==> src/rtl/cpwm_pkg.sv <==
package cpwm_pkg;
    localparam int SEL_W = 3;

    typedef enum logic [SEL_W-1:0] {
        SEL_CYCLE = 3'd0,
        SEL_HALF  = 3'd1,
        SEL_DEAD  = 3'd2,
        SEL_CMP0  = 3'd3
    } reg_sel_e;
endpackage

==> src/rtl/cpwm_regs.sv <==
module cpwm_regs
    import cpwm_pkg::*;
#(
    parameter int CNT_W = 16,
    parameter int NPH   = 3
) (
    input  logic                           clk,
    input  logic                           rst_n,
    input  logic                           run,
    input  logic                           buf_en,
    input  logic                           xfer,
    input  logic                           wr_en,
    input  logic [SEL_W-1:0]               wr_sel,
    input  logic [CNT_W-1:0]               wr_data,
    output logic [CNT_W-1:0]               cyc_o,
    output logic [CNT_W-1:0]               half_o,
    output logic [CNT_W-1:0]               dead_o,
    output logic [CNT_W-1:0]               dead_nxt_o,
    output logic [NPH-1:0][CNT_W-1:0]      cmp_o
);
    localparam int CMP_BASE = int'(SEL_CMP0);

    typedef struct packed {
        logic [CNT_W-1:0]          cyc;
        logic [CNT_W-1:0]          cyc_sh;
        logic [CNT_W-1:0]          half;
        logic [CNT_W-1:0]          half_sh;
        logic [CNT_W-1:0]          dead;
        logic [NPH-1:0][CNT_W-1:0] cmp;
        logic [NPH-1:0][CNT_W-1:0] cmp_sh;
    } bank_t;

    bank_t bank_d, bank_q;

    always_comb begin
        bank_d = bank_q;
        // shadow set moves as one
        if (xfer && buf_en) begin
            bank_d.cyc  = bank_q.cyc_sh;
            bank_d.half = bank_q.half_sh;
            bank_d.cmp  = bank_q.cmp_sh;
        end
        if (wr_en) begin
            case (wr_sel)
                SEL_CYCLE: begin
                    bank_d.cyc_sh = wr_data;
                    if (!buf_en) bank_d.cyc = wr_data;
                end
                SEL_HALF: begin
                    bank_d.half_sh = wr_data;
                    if (!buf_en) bank_d.half = wr_data;
                end
                SEL_DEAD: begin
                    if (!run) bank_d.dead = wr_data;
                end
                default: begin
                    for (int i = 0; i < NPH; i++) begin
                        if (int'(wr_sel) == CMP_BASE + i) begin
                            bank_d.cmp_sh[i] = wr_data;
                            if (!buf_en) bank_d.cmp[i] = wr_data;
                        end
                    end
                end
            endcase
        end
    end

    always_ff @(posedge clk or negedge rst_n) begin
        if (!rst_n) bank_q <= '0;
        else        bank_q <= bank_d;
    end

    assign cyc_o      = bank_q.cyc;
    assign half_o     = bank_q.half;
    assign dead_o     = bank_q.dead;
    assign dead_nxt_o = bank_d.dead;
    assign cmp_o      = bank_q.cmp;
endmodule

==> src/rtl/cpwm_counters.sv <==
module cpwm_counters #(
    parameter int CNT_W = 16
) (
    input  logic             clk,
    input  logic             rst_n,
    input  logic             run,
    input  logic [CNT_W-1:0] cyc,
    input  logic [CNT_W-1:0] half,
    input  logic [CNT_W-1:0] dead_nxt,
    output logic [CNT_W-1:0] lead_o,
    output logic [CNT_W-1:0] lag_o,
    output logic             peak_o,
    output logic             trough_o
);
    localparam logic [CNT_W-1:0] ONE = CNT_W'(1);

    typedef struct packed {
        logic [CNT_W-1:0] lead;
        logic [CNT_W-1:0] lag;
        logic             lead_up;
        logic             lag_up;
    } cnt_t;

    cnt_t cnt_d, cnt_q;

    always_comb begin
        cnt_d = cnt_q;
        if (!run) begin
            cnt_d.lead    = dead_nxt;
            cnt_d.lag     = '0;
            cnt_d.lead_up = 1'b1;
            cnt_d.lag_up  = 1'b1;
        end else begin
            if (cnt_q.lead_up) begin
                if (cnt_q.lead >= cyc) begin
                    cnt_d.lead_up = 1'b0;
                    cnt_d.lead    = cnt_q.lead - ONE;
                end else begin
                    cnt_d.lead    = cnt_q.lead + ONE;
                end
            end else begin
                if (cnt_q.lead <= dead_nxt) begin
                    cnt_d.lead_up = 1'b1;
                    cnt_d.lead    = cnt_q.lead + ONE;
                end else begin
                    cnt_d.lead    = cnt_q.lead - ONE;
                end
            end
            if (cnt_q.lag_up) begin
                if (cnt_q.lag >= half) begin
                    cnt_d.lag_up = 1'b0;
                    cnt_d.lag    = cnt_q.lag - ONE;
                end else begin
                    cnt_d.lag    = cnt_q.lag + ONE;
                end
            end else begin
                if (cnt_q.lag == '0) begin
                    cnt_d.lag_up = 1'b1;
                    cnt_d.lag    = ONE;
                end else begin
                    cnt_d.lag    = cnt_q.lag - ONE;
                end
            end
        end
    end

    always_ff @(posedge clk or negedge rst_n) begin
        if (!rst_n) cnt_q <= '{lead: '0, lag: '0, lead_up: 1'b1, lag_up: 1'b1};
        else        cnt_q <= cnt_d;
    end

    assign lead_o   = cnt_q.lead;
    assign lag_o    = cnt_q.lag;
    assign peak_o   = run && cnt_q.lead_up && (cnt_q.lead >= cyc);
    assign trough_o = run && !cnt_q.lag_up && (cnt_q.lag == '0);
endmodule

==> src/rtl/cpwm_gate.sv <==
module cpwm_gate #(
    parameter int CNT_W = 16
) (
    input  logic             clk,
    input  logic             rst_n,
    input  logic             run,
    input  logic [CNT_W-1:0] lead,
    input  logic [CNT_W-1:0] lag,
    input  logic [CNT_W-1:0] cmp,
    input  logic [1:0]       dis,
    output logic             hi_o,
    output logic             lo_o
);
    typedef struct packed {
        logic hi;
        logic lo;
    } pair_t;

    pair_t pair_d, pair_q;

    always_comb begin
        pair_d.hi = run && (lag > cmp) && !dis[0];
        pair_d.lo = run && (lead <= cmp) && !dis[1];
    end

    always_ff @(posedge clk or negedge rst_n) begin
        if (!rst_n) pair_q <= '0;
        else        pair_q <= pair_d;
    end

    assign hi_o = pair_q.hi;
    assign lo_o = pair_q.lo;
endmodule

==> src/rtl/cpwm_pair.sv <==
module cpwm_pair
    import cpwm_pkg::*;
#(
    parameter int CNT_W        = 16,
    parameter int NPH          = 3,
    parameter bit XFER_AT_PEAK = 1'b1
) (
    input  logic               clk,
    input  logic               rst_n,
    input  logic               run_i,
    input  logic               buf_en_i,
    input  logic               wr_en_i,
    input  logic [SEL_W-1:0]   wr_sel_i,
    input  logic [CNT_W-1:0]   wr_data_i,
    input  logic [2*NPH-1:0]   gate_dis_i,
    input  logic [1:0]         aux_dis_i,
    output logic [CNT_W-1:0]   lead_cnt_o,
    output logic [CNT_W-1:0]   lag_cnt_o,
    output logic [2*NPH-1:0]   gate_o
);
    logic [CNT_W-1:0]          cyc_q, half_q, dead_q, dead_nxt;
    logic [NPH-1:0][CNT_W-1:0] cmp_q;
    logic [CNT_W-1:0]          lead, lag;
    logic                      peak, trough, xfer;
    logic [NPH-1:0][1:0]       dis_w;
    logic [NPH-1:0]            hi_w, lo_w;

    assign xfer = XFER_AT_PEAK ? peak : trough;

    cpwm_regs #(.CNT_W(CNT_W), .NPH(NPH)) u_regs (
        .clk        (clk),
        .rst_n      (rst_n),
        .run        (run_i),
        .buf_en     (buf_en_i),
        .xfer       (xfer),
        .wr_en      (wr_en_i),
        .wr_sel     (wr_sel_i),
        .wr_data    (wr_data_i),
        .cyc_o      (cyc_q),
        .half_o     (half_q),
        .dead_o     (dead_q),
        .dead_nxt_o (dead_nxt),
        .cmp_o      (cmp_q)
    );

    cpwm_counters #(.CNT_W(CNT_W)) u_cnt (
        .clk      (clk),
        .rst_n    (rst_n),
        .run      (run_i),
        .cyc      (cyc_q),
        .half     (half_q),
        .dead_nxt (dead_nxt),
        .lead_o   (lead),
        .lag_o    (lag),
        .peak_o   (peak),
        .trough_o (trough)
    );

    for (genvar i = 0; i < NPH; i++) begin : g_ph
        if (i == NPH - 1) begin : g_last
            assign dis_w[i] = gate_dis_i[2*i +: 2] | aux_dis_i;
        end else begin : g_mid
            assign dis_w[i] = gate_dis_i[2*i +: 2];
        end
        cpwm_gate #(.CNT_W(CNT_W)) u_gate (
            .clk   (clk),
            .rst_n (rst_n),
            .run   (run_i),
            .lead  (lead),
            .lag   (lag),
            .cmp   (cmp_q[i]),
            .dis   (dis_w[i]),
            .hi_o  (hi_w[i]),
            .lo_o  (lo_w[i])
        );
        assign gate_o[2*i]   = hi_w[i];
        assign gate_o[2*i+1] = lo_w[i];
    end

    assign lead_cnt_o = lead;
    assign lag_cnt_o  = lag;
endmodule

==> config.mk <==
export PLATFORM = sky130hd
export DESIGN_NAME = cpwm_pair
export DESIGN_NICKNAME = d
export VERILOG_FILES = /design/src/rtl/cpwm_pkg.sv /design/src/rtl/cpwm_regs.sv /design/src/rtl/cpwm_counters.sv /design/src/rtl/cpwm_gate.sv /design/src/rtl/cpwm_pair.sv
export SDC_FILE = /design/constraint.sdc
export NUM_CORES = 1
export LEC_CHECK = 0
export ABC_AREA = 0
export BUFFER_PORTS_ARGS = -buffer_cell sky130_fd_sc_hd__buf_4
export CAP_MARGIN = 20
export CORE_ASPECT_RATIO = 0.6
export CORE_MARGIN = 2
export CORE_UTILIZATION = 50
export CTS_BUF_LIST = sky130_fd_sc_hd__clkbuf_16
export DETAILED_ROUTE_END_ITERATION = 8
export GPL_TIMING_DRIVEN = 0
export PLACE_DENSITY = 0.74
export SLEW_MARGIN = 25
export SYNTH_ARGS = -nofsm -noshare
export SYNTH_HDL_FRONTEND = slang
export SYNTH_SLANG_ARGS = --single-unit
==> constraint.sdc <==
create_clock -name clk -period 2.7 [get_ports clk]
set_clock_uncertainty 0.05 [all_clocks]
set_input_delay 0.27 -clock clk [delete_from_list [all_inputs] [get_ports clk]]
set_output_delay 0.27 -clock clk [all_outputs]
set_load 0.005 [all_outputs]
**Yosys cells after proc, flatten, opt, wreduce, memory -nomap -nowiden**

Cells that the tools add are included.

- Register bits: 216
- Input bits: 32
- Output and inout port bits: 38
- Word-level logic and storage cells: 103
- Memories kept: 0
- Bits in read-only memories: 0
- Bits in latches: 0
- Bits in writable memories: 0

- Bitwise operators: 2
- $add $sub $neg: 4
- $mul: 0
- Div/mod/pow operators: 0
- Order comparisons: 9
- Multiplexer cells: 33
- Shifts and indexed selects: 0
- Reduce and logical (&&, ||, !) cells: 29
- Equal/unequal tests: 5

Operators with widths:

| kind | count |
|---|---|
| 16-bit two-way mux | 21 |
| 176-bit two-way mux | 1 |
| 96-bit two-way mux | 1 |
| 16-bit <= comparator | 4 |
| 32-bit two-way mux | 2 |
| 16-bit > comparator | 3 |
| 48-bit two-way mux | 1 |
| 34-bit two-way mux | 1 |
| 16-bit by 1-bit adder with 16-bit output (second input constant) | 2 |
| 16-bit greater-or-equal comparator | 2 |
| 16-bit by 1-bit subtractor with 16-bit output (second input constant) | 2 |
| 16-bit logical NOT | 1 |
| 1-bit logical AND | 15 |
| 3-bit equality test (second input constant) | 3 |
| 3-bit AND reduction | 3 |
| 1-bit logical NOT | 6 |
| 1-bit two-way mux | 6 |
| 2-bit AND reduction | 2 |
| 3-bit by 1-bit equality test with 1-bit output (second input constant) | 1 |
| 3-bit by 2-bit equality test with 1-bit output (second input constant) | 1 |
| 3-bit logical NOT | 1 |
| 3-bit OR reduction | 1 |
| 2-bit OR | 1 |
| 1-bit inverter | 1 |

**Longest topological paths before layout**

- Depth after elaboration: 12
- Gate-level depth with buffers: 14
- Gate-level depth less buffers: 12

**Cells and area by module**

Synthesis repeated with hierarchy kept, for this count alone.

- Cells, all modules: 1446
- Area, all modules: 14853.0 µm²

By module, submodules not included:

| module | area each (µm²) | instances | seq. area each (µm²) | cells each |
|---|---|---|---|---|
| cpwm_regs | 8389.3 | 1 | 4404.2 | 638 |
| cpwm_counters | 4015.1 | 1 | 853.3 | 503 |
| cpwm_gate | 812.0 | 3 | 50.0 | 101 |
| cpwm_pair | 12.5 | 1 | 0.0 | 2 |

**Worst setup path after synthesis**

OpenSTA, ideal clock, no wires.

- Path type: in2reg
- Start point: in run_i
- End point: reg u_cnt.cnt_q (netlist bit u_cnt.lead_o[11])
- Data arrival time: 3903 ps
- Buffers on the path: 2
- Setup time: 122 ps
- Cell stages on the path: 13
- Setup slack: -1375 ps
- Data required time: 2528 ps
- Cells stage by stage: clkbuf_1 nor4b_2 clkbuf_1 mux2_2 inv_1 ha_1 nand4_1 or4_1 a21o_1 a31oi_1 a211oi_1 a211o_1 a32o_1

RTL lines:

| what | RTL line | RTL |
|---|---|---|
| start: declaration | cpwm_pair.sv:10 | `input logic run_i,` |
| end signal: assignment | cpwm_counters.sv:68 | `if (!rst_n) cnt_q <= '{lead: '0, lag: '0, lead_up: 1'b1, lag_up: 1'b1};` |
| end signal: assignment | cpwm_counters.sv:69 | `else cnt_q <= cnt_d;` |
| end: declaration | cpwm_counters.sv:24 | `cnt_t cnt_d, cnt_q;` |

==> impl_metrics.toml <==
[outcome]
status = "complete, but fails checks"
violations = "negative setup slack"

[cts]
cts_buffers = 22
cts_max_level = 1
cts_buffer_depth = 3
cts_sinks = 216
insertion_delay_ns = 0.55
clkSlewWorstSetupHoldPaths_ns = 0.07
cts_tree = "built"
clock_tree.root_cell = "clkbuf_16"

[synthesis]
ys_warn_count = 0
netlist_area_um2 = 13700
syn_nets = 1572
synth_cell_types = 68
synth.top_cell.area_share_pct = 39.0
synth_cells = 1392
synth.area.top_cells = "dfrtp_1 (39%), ha_1 (13%), mux2_2 (7.7%)"
async_flop_share_pct = 100
synth_top_area_cell = "dfrtp_1"
syn_avg_cell_area_um2 = 9.87
ys_ff_latch = 216
synth_ff_type = "dfrtp_1"
yosysSeqAreaShare_pct = 39.4
synth_edf_count = 0

[routing]
vias_per_cell = 6.16
wirelength_um = 48400
wl_met2_um = 20400
ant_nets = 0
wire_per_inst_um = 24.5
num_vias = 12172
wl_met3_um = 6140
met1_length_um = 20600
drt_iter0_drc = 1722
first_pass_iters = 6
top_layer = "met4"
drc = 0

[grt]
antenna_found_initial = 3
grt_remaining_overflow = 0
grt_start_max_net_pins = 76
grt_pass1_vias = 11656
grt_pass1_wl_um = 71000
grt_util_all_layers_pct = 32.6

[floorplanning]
fp.dieW_um = 218
die-area_um2 = 28900
start_util_pct = 51.4
row_count = 46
fp.coreArea_um2 = 26700
ios = 70
die_h_um = 132

[critical_path]
r2r_slack_ns = -0.38
crit_family = "simple AND/OR/NAND/NOR gates"
crit_path_max_fanout = 8
crit_arrival_ns = 3.52
required_ns = 3.06
path_buf_inv = 5
start_kind = "input pin"
worst_path_most_repeated_cell = "buf_4"
cp_slowest_stage_delay_ns = 0.51
cp_cell_sequence = "buf_8 > nand2b_4 > nor4b_4 > buf_4 > buf_12 > mux2_4 > inv_4 > ha_4 > nand4_1 > or4_4 > a21o_4 > a31oi_4 > buf_4 > a211oi_1 > a2111oi_1 > nor2_1"
worst_path_max_delay_cell = "or4_4"
rr_startpoint = "u_cnt.lead_o[12]"
r2r-end = "u_cnt.lead_o[9]"
critPathKind = "input pin to flop"
cp-end-kind = "flop"
worstRegToRegCells = 10

[layout]
drive_gt1_share_pct = 31.1
regArea_um2 = 5470
area_growth_syn_to_layout_pct = 29.1
utilization_pct = 66.4
final_net_count = 1779
fillers = 2003
fin_area_um2 = 17700
multiInputGateArea_um2 = 8110

[sta]
hold_viol_final = 0
worst_slew_pin_slew_ns = 1.08
hold_ws_ns = 0.0287
max_freq_ghz = 0.316
period_needed_ns = 3.16
tns_ns = -26.14
max-slew-margin-rel_pct = 28.2
setup_viol = 111
rsz0062_at_grt = "true"
post-route-period-util_pct = 117
slew_viol_final = 0
fin_ws_ns = -0.463

[job]
max-cap-violations = 0

[place]
io_buffers = 66
gp_congestion = 0.943
place_hpwl_um = 30700
placed_cell_area_um2 = 14900

[power]
powerDensity_nw_per_um2 = 1110
swShare_pct = 42.4
p_seq_share_pct = 29.7
combPwrFrac_pct = 53.0
p_int_w = 0.0114
irDropWorstVdd_mv = 0.685
p_leak_nw = 8.60
p_sw_w = 0.00835
clockPowerShare_pct = 17.2

[min_path]
hp-class = "input pin to flop"
min_path_cells = 3
hp-start = "wr_data_i[15]"
worstHoldEndpoint = "u_regs.dead_o[15]"
[kinds of logic (layout without fill, tap and decap cells)]
| logic type | Yosys count | in the layout | share of synthesized area, % |
|---|---|---|---|
| AOI/OAI and AO/OA | 265 | 267 | 12.1 |
| xor gates and xnor gates | 14 | 14 | 0.893 |
| adders and majority gates | 148 | 148 | 13.5 |
| buffers and inverters | 215 | 436 | 7.06 |
| DFF | 216 | 216 | 39.4 |
| muxes | 190 | 190 | 14.7 |
| other | 0 | 1 | 0 |
| and+or+nand+nor | 344 | 344 | 12.4 |
[sequential cells by signal (all words and copies together) (netlist names)]
name	flops
u_regs.bank_q	80
u_regs.cmp_o	48
u_cnt.lag_o	16
u_cnt.lead_o	16
u_regs.cyc_o	16
u_regs.dead_o	16
u_regs.half_o	16
g_ph.u_gate.hi_o	3
g_ph.u_gate.lo_o	3
u_cnt.cnt_q	2
[layout by cell type, fill, tap and decap left out, types with 11 or more instances in the layout]
cell / count
nand3_1: 25
dlygate4sd3_1: 15
nor3_1: 12
clkbuf_16: 24
mux2i_1: 87
nand2_1: 36
ha_4: 12
nor2b_1: 12
buf_6: 21
buf_4: 169
clkbuf_1: 47
nor2_1: 131
a21oi_1: 118
buf_12: 15
ha_1: 136
nand4_1: 36
dfrtp_2: 22
mux2_2: 85
o21ai_0: 17
inv_1: 103
a21o_1: 23
nand2b_1: 12
or3_1: 11
o21a_1: 12
dfrtp_1: 183
[routing by layer]
layer  track usage [%]  up-vias
met3              9.50      109
met5                 0        -
met4              8.77        0
li1                  -     5358
met1              48.4     5974
met2              46.2      731
[timing repair]
action,4_1_cts,5_1_grt
gates cloned,10,3
hold buffers,15,0
pin swaps,41,86
endpoints found under the hold margin,175,0
resized for setup,171,72
setup buffers,71,21
setup endpoints to repair,113,114
[final cells by class]
type	count	area share, %
flip-flops and latches	216	30.8
clock buffers	22	3.10
diodes	1	0.0141
multi-input cells	963	45.7
inverters	110	2.43
plain buffers	104	4.06
repair buffers	182	10.0
well taps	360	2.54
clock inverters	18	1.25
[cells in the mapped netlist, types with 13 or more instances]
library cell / number
dfrtp_1: 214
ha_1: 148
nor2_1: 144
a21oi_1: 131
inv_1: 110
mux2i_1: 96
mux2_2: 94
clkbuf_1: 55
nand2_1: 39
buf_4: 38
nand4_1: 36
nand3_1: 28
a21o_1: 24
o21ai_0: 19
nor3_1: 17
nand2b_1: 13
or3_1: 13
[power groups by stage]
stage / sequential, W / clock [W] / combinational, W
after floorplan: 0.00514 / 0 / 0.00579
after global placement: 0.00588 / 0 / 0.00734
after detailed placement: 0.00594 / 0 / 0.00776
after CTS: 0.00572 / 0.00340 / 0.00948
after global routing: 0.00592 / 0.00354 / 0.0113
final: 0.00586 / 0.00339 / 0.0104
[worst max-delay path by stage]
stage / start / endpoint / cells after the start
after floorplan: wr_sel_i[0] / u_cnt.lead_o[11] / 13
after global placement: wr_sel_i[0] / u_cnt.lead_o[6] / 14
after detailed placement: wr_sel_i[0] / u_cnt.lead_o[1] / 15
after CTS: wr_sel_i[0] / u_cnt.lead_o[11] / 15
after global routing: wr_sel_i[0] / u_cnt.lead_o[9] / 16
final: wr_sel_i[0] / u_cnt.lead_o[9] / 16
[per-stage QoR]
| step | cells | worst slack [ns] | power [W] |
|---|---|---|---|
| finish | 1976 | -0.463 | 0.0197 |
| floorplan | 1392 | -0.702 | 0.0109 |
| global placement | 1818 | -1.35 | 0.0132 |
| CTS | 1956 | -0.283 | 0.0186 |
| detailed placement | 1821 | -1.35 | 0.0137 |
| global route | 1975 | -0.536 | 0.0207 |
[worst register-to-register path, delay by kind of cell (launching register included)]
family,cells,cell delay [ns]
buffers and inverters,2,0.36
flip-flops,1,0.55
adder cells (fa/ha/maj),1,0.28
AND/OR/NAND/NOR,3,0.78
AO/OA/AOI/OAI,4,0.93
No activity file was read; power rests on OpenSTA's default activity.
